File: src/rtl/bitonic_pkg.sv
package bitonic_pkg;
  // number of registered compare-exchange stages for a 2**lg element list
  function automatic int stage_count(input int lg);
    return lg * (lg + 1) / 2;
  endfunction
endpackage

File: src/rtl/bitonic_cas.sv
module bitonic_cas #(
  parameter int VW   = 12,
  parameter int PW   = 6,
  parameter bit DESC = 1'b1
) (
  input  logic [VW-1:0] a_v,
  input  logic [PW-1:0] a_p,
  input  logic [VW-1:0] b_v,
  input  logic [PW-1:0] b_p,
  output logic [VW-1:0] x_v,
  output logic [PW-1:0] x_p,
  output logic [VW-1:0] y_v,
  output logic [PW-1:0] y_p
);
  logic swap;

  // strict comparison: equal keys stay on their wires
  assign swap = DESC ? (a_v < b_v) : (a_v > b_v);

  assign x_v = swap ? b_v : a_v;
  assign y_v = swap ? a_v : b_v;
  assign x_p = swap ? b_p : a_p;
  assign y_p = swap ? a_p : b_p;

  always_comb begin
    // cell output respects its direction
    assert_cas_order_R1: assert (DESC ? (x_v >= y_v) : (x_v <= y_v));
    // the pair leaving each side is a pair that entered
    assert_cas_pair_R2: assert (((x_v == a_v) && (x_p == a_p) && (y_v == b_v) && (y_p == b_p)) ||
                                ((x_v == b_v) && (x_p == b_p) && (y_v == a_v) && (y_p == a_p)));
  end
endmodule

File: src/rtl/bitonic_stage.sv
module bitonic_stage #(
  parameter int M    = 8,
  parameter int VW   = 12,
  parameter int PW   = 6,
  parameter int BLK  = 2,
  parameter int DIST = 1
) (
  input  logic                 clk,
  input  logic                 rst,
  input  logic                 vld_i,
  input  logic [M-1:0][VW-1:0] v_i,
  input  logic [M-1:0][PW-1:0] p_i,
  output logic                 vld_o,
  output logic [M-1:0][VW-1:0] v_o,
  output logic [M-1:0][PW-1:0] p_o
);
  logic [M-1:0][VW-1:0] v_c;
  logic [M-1:0][PW-1:0] p_c;

  for (genvar i = 0; i < M; i++) begin : g_wire
    if ((i & DIST) == 0) begin : g_cell
      localparam bit DIR_DESC = ((i & BLK) == 0);
      bitonic_cas #(.VW(VW), .PW(PW), .DESC(DIR_DESC)) u_cas (
        .a_v(v_i[i]),        .a_p(p_i[i]),
        .b_v(v_i[i + DIST]), .b_p(p_i[i + DIST]),
        .x_v(v_c[i]),        .x_p(p_c[i]),
        .y_v(v_c[i + DIST]), .y_p(p_c[i + DIST])
      );
    end
  end

  always_ff @(posedge clk) begin
    if (rst) vld_o <= 1'b0;
    else     vld_o <= vld_i;
  end

  always_ff @(posedge clk) begin
    v_o <= v_c;
    p_o <= p_c;
  end

  // the valid flag moves exactly one stage per clock
  assert_valid_step_R4: assert property (@(posedge clk) disable iff (rst) vld_i |=> vld_o);
  // an idle slot stays idle
  assert_idle_step_R8: assert property (@(posedge clk) disable iff (rst) !vld_i |=> !vld_o);
endmodule

File: src/rtl/bitonic_sorter_pipe.sv
module bitonic_sorter_pipe
  import bitonic_pkg::*;
#(
  parameter int M  = 8,
  parameter int VW = 12,
  parameter int PW = 6
) (
  input  logic          clk,
  input  logic          rst,
  input  logic          in_valid,
  input  logic [M*VW-1:0] in_volt,
  input  logic [M*PW-1:0] in_pos,
  output logic          out_valid,
  output logic [M*VW-1:0] out_volt,
  output logic [M*PW-1:0] out_pos
);
  localparam int LG   = $clog2(M);
  localparam int NSTG = stage_count(LG);

  logic [M-1:0][VW-1:0] vs [NSTG+1];
  logic [M-1:0][PW-1:0] ps [NSTG+1];
  logic                 vl [NSTG+1];

  assign vs[0] = in_volt;
  assign ps[0] = in_pos;
  assign vl[0] = in_valid;

  // phase p merges blocks of 2**p; step q compares at distance 2**(p-1-q)
  for (genvar p = 1; p <= LG; p++) begin : g_phase
    for (genvar q = 0; q < p; q++) begin : g_step
      localparam int S = p * (p - 1) / 2 + q;
      bitonic_stage #(
        .M(M), .VW(VW), .PW(PW), .BLK(1 << p), .DIST(1 << (p - 1 - q))
      ) u_stg (
        .clk(clk), .rst(rst),
        .vld_i(vl[S]),   .v_i(vs[S]),   .p_i(ps[S]),
        .vld_o(vl[S+1]), .v_o(vs[S+1]), .p_o(ps[S+1])
      );
    end
  end

  assign out_valid = vl[NSTG];
  assign out_volt  = vs[NSTG];
  assign out_pos   = ps[NSTG];

  for (genvar i = 0; i < M - 1; i++) begin : g_chk
    // neighbouring output slots are in descending order
    assert_out_sorted_R1: assert property (@(posedge clk) disable iff (rst)
      out_valid |-> (vs[NSTG][i] >= vs[NSTG][i+1]));
  end

  // reset empties the pipeline
  assert_reset_clear_R7: assert property (@(posedge clk) rst |=> !out_valid);
endmodule

File: config.mk
export PLATFORM = sky130hd
export DESIGN_NAME = bitonic_sorter_pipe
export DESIGN_NICKNAME = d
export VERILOG_FILES = /design/src/rtl/bitonic_pkg.sv /design/src/rtl/bitonic_cas.sv /design/src/rtl/bitonic_stage.sv /design/src/rtl/bitonic_sorter_pipe.sv
export SDC_FILE = /design/constraint.sdc
export NUM_CORES = 1
export LEC_CHECK = 0
export BUFFER_PORTS_ARGS = -buffer_cell sky130_fd_sc_hd__buf_2
export CORE_MARGIN = 1.5
export CORE_UTILIZATION = 50
export CTS_CLUSTER_DIAMETER = 50
export DETAILED_ROUTE_END_ITERATION = 10
export PLACE_DENSITY = 0.79
export SYNTH_ARGS = -nofsm -noshare
export SYNTH_HDL_FRONTEND = slang
export SYNTH_SLANG_ARGS = --single-unit
export TNS_END_PERCENT = 50
File: constraint.sdc
create_clock -name clk -period 3.25 [get_ports clk]
set_input_delay 0.65 -clock clk [delete_from_list [all_inputs] [get_ports clk]]
set_output_delay 0.65 -clock clk [all_outputs]
set_load 0.05 [all_outputs]
==> results of run 1 <==
stage by stage:
step	hold slack (ns)	instances	utilization (%)	cell area, sq um
5_1_grt	0.216	4112	58.1	40700
4_1_cts	0.198	4112	58.1	40700
3_5_place_dp	0.429	3942	53.6	37500
6_report	0.236	4112	58.1	40700
2_1_floorplan	0.414	2765	-	35300
3_3_place_gp	0.420	3942	53.6	37500
synthesized netlist by cell type, types with 19 or more instances:
cell type and instances:
a21o_1 28, buf_4 24, mux2_2 703, buf_2 29, ha_1 270, dfxtp_1 870, inv_1 272, mux2_4 150
nand2b_1 19, nor2_1 33, nand2_1 54, o21ai_0 32, nand4_1 24, a21oi_1 97
per-layer routing:
metal	global-route usage (%)	vias to the layer above
met4	8.85	4
met2	36.7	437
met3	3.67	144
li1	-	10300
met1	25.1	9845
met5	0	-
worst paths after layout:
check | from | to | slack [ns] | cells after the start
setup / recovery | g_phase[2].g_step[0].u_stg.v_o[91] | g_phase[2].g_step[1].u_stg.p_o[36] | 0.53 | 8
hold / removal | rst | g_phase[3].g_step[1].u_stg.vld_o | 0.24 | 2
setup reg to reg | g_phase[2].g_step[0].u_stg.v_o[91] | g_phase[2].g_step[1].u_stg.p_o[36] | 0.53 | 8
hold reg to reg | g_phase[3].g_step[0].u_stg.vld_o | g_phase[3].g_step[1].u_stg.vld_o | 0.44 | 1
flip-flops by register name (all words and copies together) (netlist names):
name	count
g_phase.g_step.u_stg.vld_o	6
g_phase.g_step.u_stg.p_o	288
g_phase.g_step.u_stg.v_o	576
area by class of cell:
class,count,area share (%)
timing repair buffer,319,4.19
clock inverter,44,1.21
inverter,272,2.51
multi-input combinational,1541,39.8
sequential,870,42.8
tap,940,2.89
clock buffer,126,6.58
layout by cell type (no fill, tap or decap), types with 8 or more instances in the layout:
master,instances
clkbuf_16,96
a21o_1,28
clkbuf_8,16
nand2_1,54
nor2b_1,15
nand2b_1,19
and3_1,11
mux2_2,703
a221o_1,10
nor3_1,8
clkbuf_1,14
buf_4,25
o21ai_0,32
ha_1,270
a21oi_1,95
nand3_1,18
nor2_1,33
nand4_1,24
buf_2,291
clkinv_2,15
inv_1,272
a211oi_4,8
dfxtp_1,870
mux2_1,11
mux2_4,150
kinds of logic after synthesis:
group | share of synthesized area (%)
flops | 49.3
buf+inv | 5.10
simple gates | 2.68
mux | 29.1
compound gates | 4.26
fa+ha+maj | 9.56
worst register-to-register path, cell delays in order, from the launching register on:
cell and delay, ns:
dfxtp_1 0.40, inv_1 0.07, ha_1 0.29, and3_1 0.20
a221o_1 0.35, a221o_1 0.37, o22a_2 0.20, buf_4 0.30
mux2_4 0.42
==> impl_metrics.toml, run 1 <==
[critical_path]
required_ns = 3.78
max_stage_delay_ns = 0.40
cpMaxStageDelayCell = "dfxtp_1"
critPathKind = "flop to flop"
cp_cell_sequence = "inv_1, ha_1, and3_1, a221o_1, a221o_1, o22a_2, buf_4, mux2_4"
critPathBufInv = 2
crit_family = "compound AO/OA/AOI/OAI gates"
critPathLaunchType = "flop"
crit_top_cell = "a221o_1"
worst_ep_arrival_time_ns = 3.24
path_max_fanout = 36
worst_setup_path_end_kind = "flop"

[floorplan]
die_height_um = 269
die_area_sq_mm = 0.0723
die_w_um = 269
floorplan.initialDensity_pct = 50.5
fp.coreArea_sq_mm = 0.0700
rows = 97
io_pins = 292

[drt]
wl_per_cell_um = 18.4
route.detailed.drc = 0
route.vias.total = 20700
ant_nets = 0
wirelength_met1_um = 32500
drtIter0Drc = 1006
vias_per_cell = 5.05
wl_met2_um = 37100
wl_um = 75700
top_layer_used = "met5"
first_pass_iters = 5
wl_met3_um = 3160

[timing]
period_minus_slack_ns = 2.72
final.setup.tns_ns = 0
slew_violations = 0
layout_setup_ws_ns = 0.535
min_period_over_period_pct = 83.5
hold_viol_final = 0
worstMarginPinSlew_ns = 0.835
rsz0062_at_grt = "no"
maxSlewHeadroom_pct = 42.9
timing.fmax_mhz = 368
fin_skew_ns = 0.0270
finalSetupViolCount = 0

[cells_and_area]
fillers = 5494
areaGrowthSynthToFinish_pct = 15.1
nNetsFinal = 3515
multi_input_area_sq_mm = 0.0162
drive_above_1_share_pct = 42.5
n_antenna_cell = 0
regArea_sq_mm = 0.0174

[synth]
ys_seq_area_share_pct = 49.3
synth_area_leaders = "dfxtp_1 (49%), mux2_2 (22%), ha_1 (9.6%), mux2_4 (6.4%), inv_1 (2.9%)"
ys_ff_latch = 870
synth_ff_type = "dfxtp_1"
synth_top_area_cell = "dfxtp_1"
synthesis.area_sq_mm = 0.0353
synthDominantCellAreaShare_pct = 49.3
avgSynthCellArea_sq_um = 12.8
async_reset_ff_share_pct = 0
synth.net_count = 3182
synth_edf_count = 0
netlist_instances = 2765
ys_types = 37
yosys_warnings = 0

[clocking]
cts_setup_buffers = 0
cts.repair.resized = 0
cts_hold_buffers = 0
h-tree-depth = 3
insertion_delay_ns = 0.65
cts_root_buf = "clkbuf_16"
clk_path_buf_depth = 3
clkSinkCount = 870
cts_tree = "built"
cts-buffers-inserted = 94
clk_pin_slew_ns = 0.06

[place]
hpwlAfterDp_um = 58600
gp_congestion = 0.890
place_ws_ns = 0.256
numPortBuffers = 291

[global_routing]
grtUsageTotal_pct = 20.9
grt_pass1_vias = 21000
grt_pass1_wl_um = 115000
grt_start_max_net_pins = 37
globalRouteOverflowTotal = 0
antenna_found_initial = 4

[run_status]
outcome = "complete, no violations"

[job]
drv_cap = 0

[min_path]
min_path_type = "input port to flop"
Power of run 1 is left out: the tool's default activity adds up to more than one toggle a clock period on the data nets, which glitch-free logic cannot reach.
==> run 2, diff against run 1 <==
==> constraint.sdc (replaced) <==
create_clock -name clk -period 2.6 [get_ports clk]
set_input_delay 0.52 -clock clk [delete_from_list [all_inputs] [get_ports clk]]
set_output_delay 0.52 -clock clk [all_outputs]
set_load 0.05 [all_outputs]
==> impl_metrics.toml, run 2 (synthesis gave the netlist of run 1 again) <==
[timing]
period_minus_slack_ns = 2.53
timing.fmax_mhz = 395
fin_skew_ns = 0.0455
worstMarginPinSlew_ns = 0.665
hold_viol_final = 0
layout_setup_ws_ns = 0.0677
finalSetupViolCount = 0
slew_violations = 0
min_period_over_period_pct = 97.4
maxSlewHeadroom_pct = 55.6

[cells_and_area]
areaGrowthSynthToFinish_pct = 16.2
nNetsFinal = 3522
drive_above_1_share_pct = 42.8
layout_commonest_cell = "dfxtp_1"
multi_input_area_sq_mm = 0.0162
largest_reg_flops = 576
final_cell_mix = "dfxtp_1 (869), mux2_2 (704), buf_2 (291)"
top_register = "g_phase.g_step.u_stg.v_o"
fillers = 5525
regArea_sq_mm = 0.0174
largestRegisters = "g_phase.g_step.u_stg.v_o (576), g_phase.g_step.u_stg.p_o (288), g_phase.g_step.u_stg.vld_o (6)"

[drt]
drtIter0Drc = 1041
first_pass_iters = 5
route.vias.total = 20900
ant_nets = 0
route.detailed.drc = 0
wl_per_cell_um = 18.7
vias_per_cell = 5.07
wl_um = 76900

[floorplan]
die_w_um = 269
fp.coreArea_sq_mm = 0.0700
floorplan.initialDensity_pct = 50.5
die_area_sq_mm = 0.0723
die_height_um = 269
io_pins = 292
rows = 97

[critical_path]
cpMaxStageDelayCell = "a221o_1"
r2r_start = "g_phase[1].g_step[0].u_stg.v_o[79]"
critPathKind = "flop to flop"
crit_family = "compound AO/OA/AOI/OAI gates"
required_ns = 3.14
critPathLaunchType = "flop"
path_max_fanout = 18
worst_ep_arrival_time_ns = 3.07
crit_start = "g_phase[1].g_step[0].u_stg.v_o[79]"
worst_setup_path_end_kind = "flop"
crit_top_cell = "a221o_1"
critPathBufInv = 2
cp_cell_sequence = "inv_1, ha_1, and3_1, a221o_1, a221o_1, o22a_2, clkbuf_16, mux2_4"
max_stage_delay_ns = 0.39

[place]
gp_congestion = 0.923
place_ws_ns = -0.113
numPortBuffers = 291
hpwlAfterDp_um = 59000

[clocking]
cts_tree = "built"
insertion_delay_ns = 0.65
clk_path_buf_depth = 3
cts_root_buf = "clkbuf_16"
clkSinkCount = 870
clk_pin_slew_ns = 0.06
cts-buffers-inserted = 91
h-tree-depth = 3
cts_hold_buffers = 0

[min_path]
min_path_type = "input port to flop"
holdCritStartpoint = "in_pos[39]"

[global_routing]
globalRouteOverflowTotal = 0
grt_pass1_vias = 21300
grtUsageTotal_pct = 21.1
antenna_found_initial = 3
grt_pass1_wl_um = 116000
grt_start_max_net_pins = 37

[job]
drv_cap = 0

[run_status]
outcome = "complete, no violations"
run 2: cell count changes in the layout (fill, tap and decap cells not counted), moves of 3 or more:
cell and delta:
clkinvlp_4 +4, clkinv_2 -7, clkinv_8 +3, buf_4 -13, buf_12 +20, inv_8 -4
run 2: path summary, 6_finish.rpt:
kind / endpoint / slack, ns / depth (start not counted)
setup / recovery: g_phase[2].g_step[0].u_stg.v_o[73] / 0.07 / 8
hold / removal: g_phase[1].g_step[0].u_stg.p_o[45] / 0.11 / 2
setup reg to reg: g_phase[2].g_step[0].u_stg.v_o[73] / 0.07 / 8
hold reg to reg: g_phase[2].g_step[0].u_stg.vld_o / 0.44 / 1
run 2: repair_timing:
item,CTS,global route
buffers inserted,0,0
endpoints found under the setup margin,36,59
gates resized for setup,3,4
pin swaps,1,2
cloned,1,2
run 2: per-layer routing:
| layer | wire (um) | global-route usage (%) |
|---|---|---|
| met3 | 3090 | 2.98 |
| met1 | 32900 | 25.6 |
| met4 | 2460 | 8.06 |
| met5 | 0 | 0 |
| met2 | 38500 | 37.7 |
run 2: final cells by class:
cell class	count	share of cell area [%]
repair buffers	328	5.01
diodes	1	0.00609
clock buffers	121	6.29
well taps	940	2.86
flip-flops and latches	870	42.4
multi-input cells	1542	39.5
clock inverters	45	1.43
inverters	272	2.49
run 2: metrics by stage:
| stage | hold slack [ns] | cells | utilization, % | TNS [ns] | cell area, sq um |
|---|---|---|---|---|---|
| after floorplan | 0.414 | 2765 | - | 0 | 35300 |
| after global placement | 0.421 | 3949 | 54.0 | -0.915 | 37800 |
| after detailed placement | 0.436 | 3949 | 54.0 | -3.60 | 37800 |
| after CTS | 0.0719 | 4116 | 58.5 | 0 | 41000 |
| after global routing | 0.0847 | 4118 | 58.6 | -0.000249 | 41100 |
| final | 0.107 | 4119 | 58.6 | 0 | 41100 |
Power of run 2 is left out for the same reason.
==> run 3, diff against run 2 <==
--- a/config.mk
+++ b/config.mk
@@ -10,7 +10,7 @@
 export CORE_UTILIZATION = 50
 export CTS_CLUSTER_DIAMETER = 50
 export DETAILED_ROUTE_END_ITERATION = 10
-export PLACE_DENSITY = 0.79
+export PLACE_DENSITY = 0.81
 export SYNTH_ARGS = -nofsm -noshare
 export SYNTH_HDL_FRONTEND = slang
 export SYNTH_SLANG_ARGS = --single-unit
==> constraint.sdc (replaced) <==
create_clock -name clk -period 2.22 [get_ports clk]
set_input_delay 0.222 -clock clk [delete_from_list [all_inputs] [get_ports clk]]
set_output_delay 0.222 -clock clk [all_outputs]
set_load 0.05 [all_outputs]
==> impl_metrics.toml, run 3 (synthesis gave the netlist of run 1 again) <==
[run_status]
outcome = "complete, but fails checks"
violations = "negative setup slack"

[critical_path]
critPathKind = "flop to flop"
worst_r2r_path_depth = 9
r2r_start = "g_phase[2].g_step[0].u_stg.v_o[37]"
required_ns = 2.78
path_max_fanout = 8
worst_ep_arrival_time_ns = 3.09
worst_setup_path_end_kind = "flop"
critPathLaunchType = "flop"
r2r_end = "g_phase[2].g_step[1].u_stg.v_o[28]"
reg2reg_setup_slack_ns = -0.31

[min_path]
holdPathEnd = "g_phase[1].g_step[0].u_stg.p_o[33]"
holdCritStartpoint = "in_pos[27]"
min_path_type = "input port to flop"
min_path_cells = 3

[global_routing]
grt_pass1_vias = 24400
grt_pass1_wl_um = 138000
grtUsageTotal_pct = 25.1
antenna_found_initial = 6
globalRouteOverflowTotal = 0
grt_start_max_net_pins = 37

[floorplan]
die_area_sq_mm = 0.0723
die_height_um = 269
io_pins = 292
floorplan.initialDensity_pct = 50.5
rows = 97
die_w_um = 269
fp.coreArea_sq_mm = 0.0700

[clocking]
clk_pin_slew_ns = 0.07
h-tree-depth = 3
clkSinkCount = 870
cts-buffers-inserted = 92
clk_path_buf_depth = 3
insertion_delay_ns = 0.68
cts_root_buf = "clkbuf_16"
cts_tree = "built"

[cells_and_area]
layout_commonest_cell = "dfxtp_1"
top_register = "g_phase.g_step.u_stg.v_o"
final_cell_mix = "dfxtp_1 (800), mux2_2 (592), buf_2 (290)"
areaGrowthSynthToFinish_pct = 30.4
nNetsFinal = 3861
fin_util_pct = 65.8
largestRegisters = "g_phase.g_step.u_stg.v_o (576), g_phase.g_step.u_stg.p_o (288), g_phase.g_step.u_stg.vld_o (6)"
largest_reg_flops = 576
drive_above_1_share_pct = 47.8
finalNonFillerCells = 4463

[place]
placed_cells = 4035
numPortBuffers = 291
gp_congestion = 0.890
hpwlAfterDp_um = 60500

[drt]
route.detailed.drc = 0
vias_per_cell = 5.51
wl_per_cell_um = 24.1
route.vias.total = 24600
ant_nets = 0
wl_um = 108000
first_pass_iters = 6
drtIter0Drc = 1915

[timing]
worstMarginPinSlew_ns = 0.813
min_period_over_period_pct = 114
rsz0062_at_grt = "yes"
finalSetupViolCount = 482
slew_violations = 0
hold_viol_final = 0
final.setup.tns_ns = -62.01
timing.fmax_mhz = 395
maxSlewHeadroom_pct = 45.2
period_minus_slack_ns = 2.53
layout_setup_ws_ns = -0.313
fin_skew_ns = 0.0505
whs_ns = 0.326

[job]
drv_cap = 0
[run 3: cell count changes in the layout (fill, tap and decap cells not counted), sizes merged]
cell,previous run,this run
buf,326,463
dlygate4sd3,0,183
diode,1,4
inv,281,284
clkinvlp,10,5
clkbuf,123,141
clkinv,19,25
a21oi,98,97
[run 3: final cells by class]
cell class              count  area [sq um]
fillers                  4469         23900
clock buffers             120          2560
multi-input cells        1541         17300
clock inverters            49           639
diodes                      4          10.0
flip-flops and latches    870         17500
repair buffers            667          5880
well taps                 940          1180
inverters                 272          1020
[run 3: worst max-delay path, stage by stage, from the launching register on]
cell and delay [ns]:
dfxtp_1 0.40, inv_1 0.08, ha_1 0.29, a21oi_1 0.22, o21ai_0 0.27, a311oi_4 0.45, buf_12 0.18, buf_8 0.12
buf_12 0.14, mux2_4 0.31
[run 3: metal layers]
| layer | routed length [um] | up-vias | global-route usage, % |
|---|---|---|---|
| met4 | 7620 | 6 | 12.8 |
| met1 | 40700 | 11900 | 28.4 |
| met3 | 6520 | 492 | 3.26 |
| li1 | - | 11000 | - |
| met5 | 37 | - | 0 |
| met2 | 52900 | 1195 | 45.9 |
[run 3: how the worst max path moves through the flow]
| stage | startpoint | end |
|---|---|---|
| floorplan | g_phase[1].g_step[0].u_stg.v_o[90] | g_phase[2].g_step[0].u_stg.v_o[66] |
| global placement | g_phase[1].g_step[0].u_stg.v_o[90] | g_phase[2].g_step[0].u_stg.p_o[30] |
| detailed placement | in_volt[79] | g_phase[1].g_step[0].u_stg.v_o[86] |
| CTS | g_phase[1].g_step[0].u_stg.v_o[90] | g_phase[2].g_step[0].u_stg.v_o[90] |
| global route | g_phase[1].g_step[0].u_stg.v_o[47] | g_phase[2].g_step[0].u_stg.v_o[41] |
| finish | g_phase[2].g_step[0].u_stg.v_o[37] | g_phase[2].g_step[1].u_stg.v_o[28] |
[run 3: timing repair]
action / 4_1_cts / 5_1_grt
pin swaps: 14 / 52
endpoints found under the setup margin: 366 / 632
hold buffers: 183 / 0
setup buffers: 22 / 19
gates cloned: 13 / 27
gates resized for setup: 150 / 206
hold endpoints to repair: 150 / 0
[run 3: through the flow]
stage	instance area (sq um)	setup WS, ns
finish	46100	-0.313
global route	46100	-0.421
CTS	44700	-0.185
detailed placement	38500	-0.182
global placement	38500	-0.173
floorplan	35400	-0.0623
Power of run 3 is left out for the same reason.
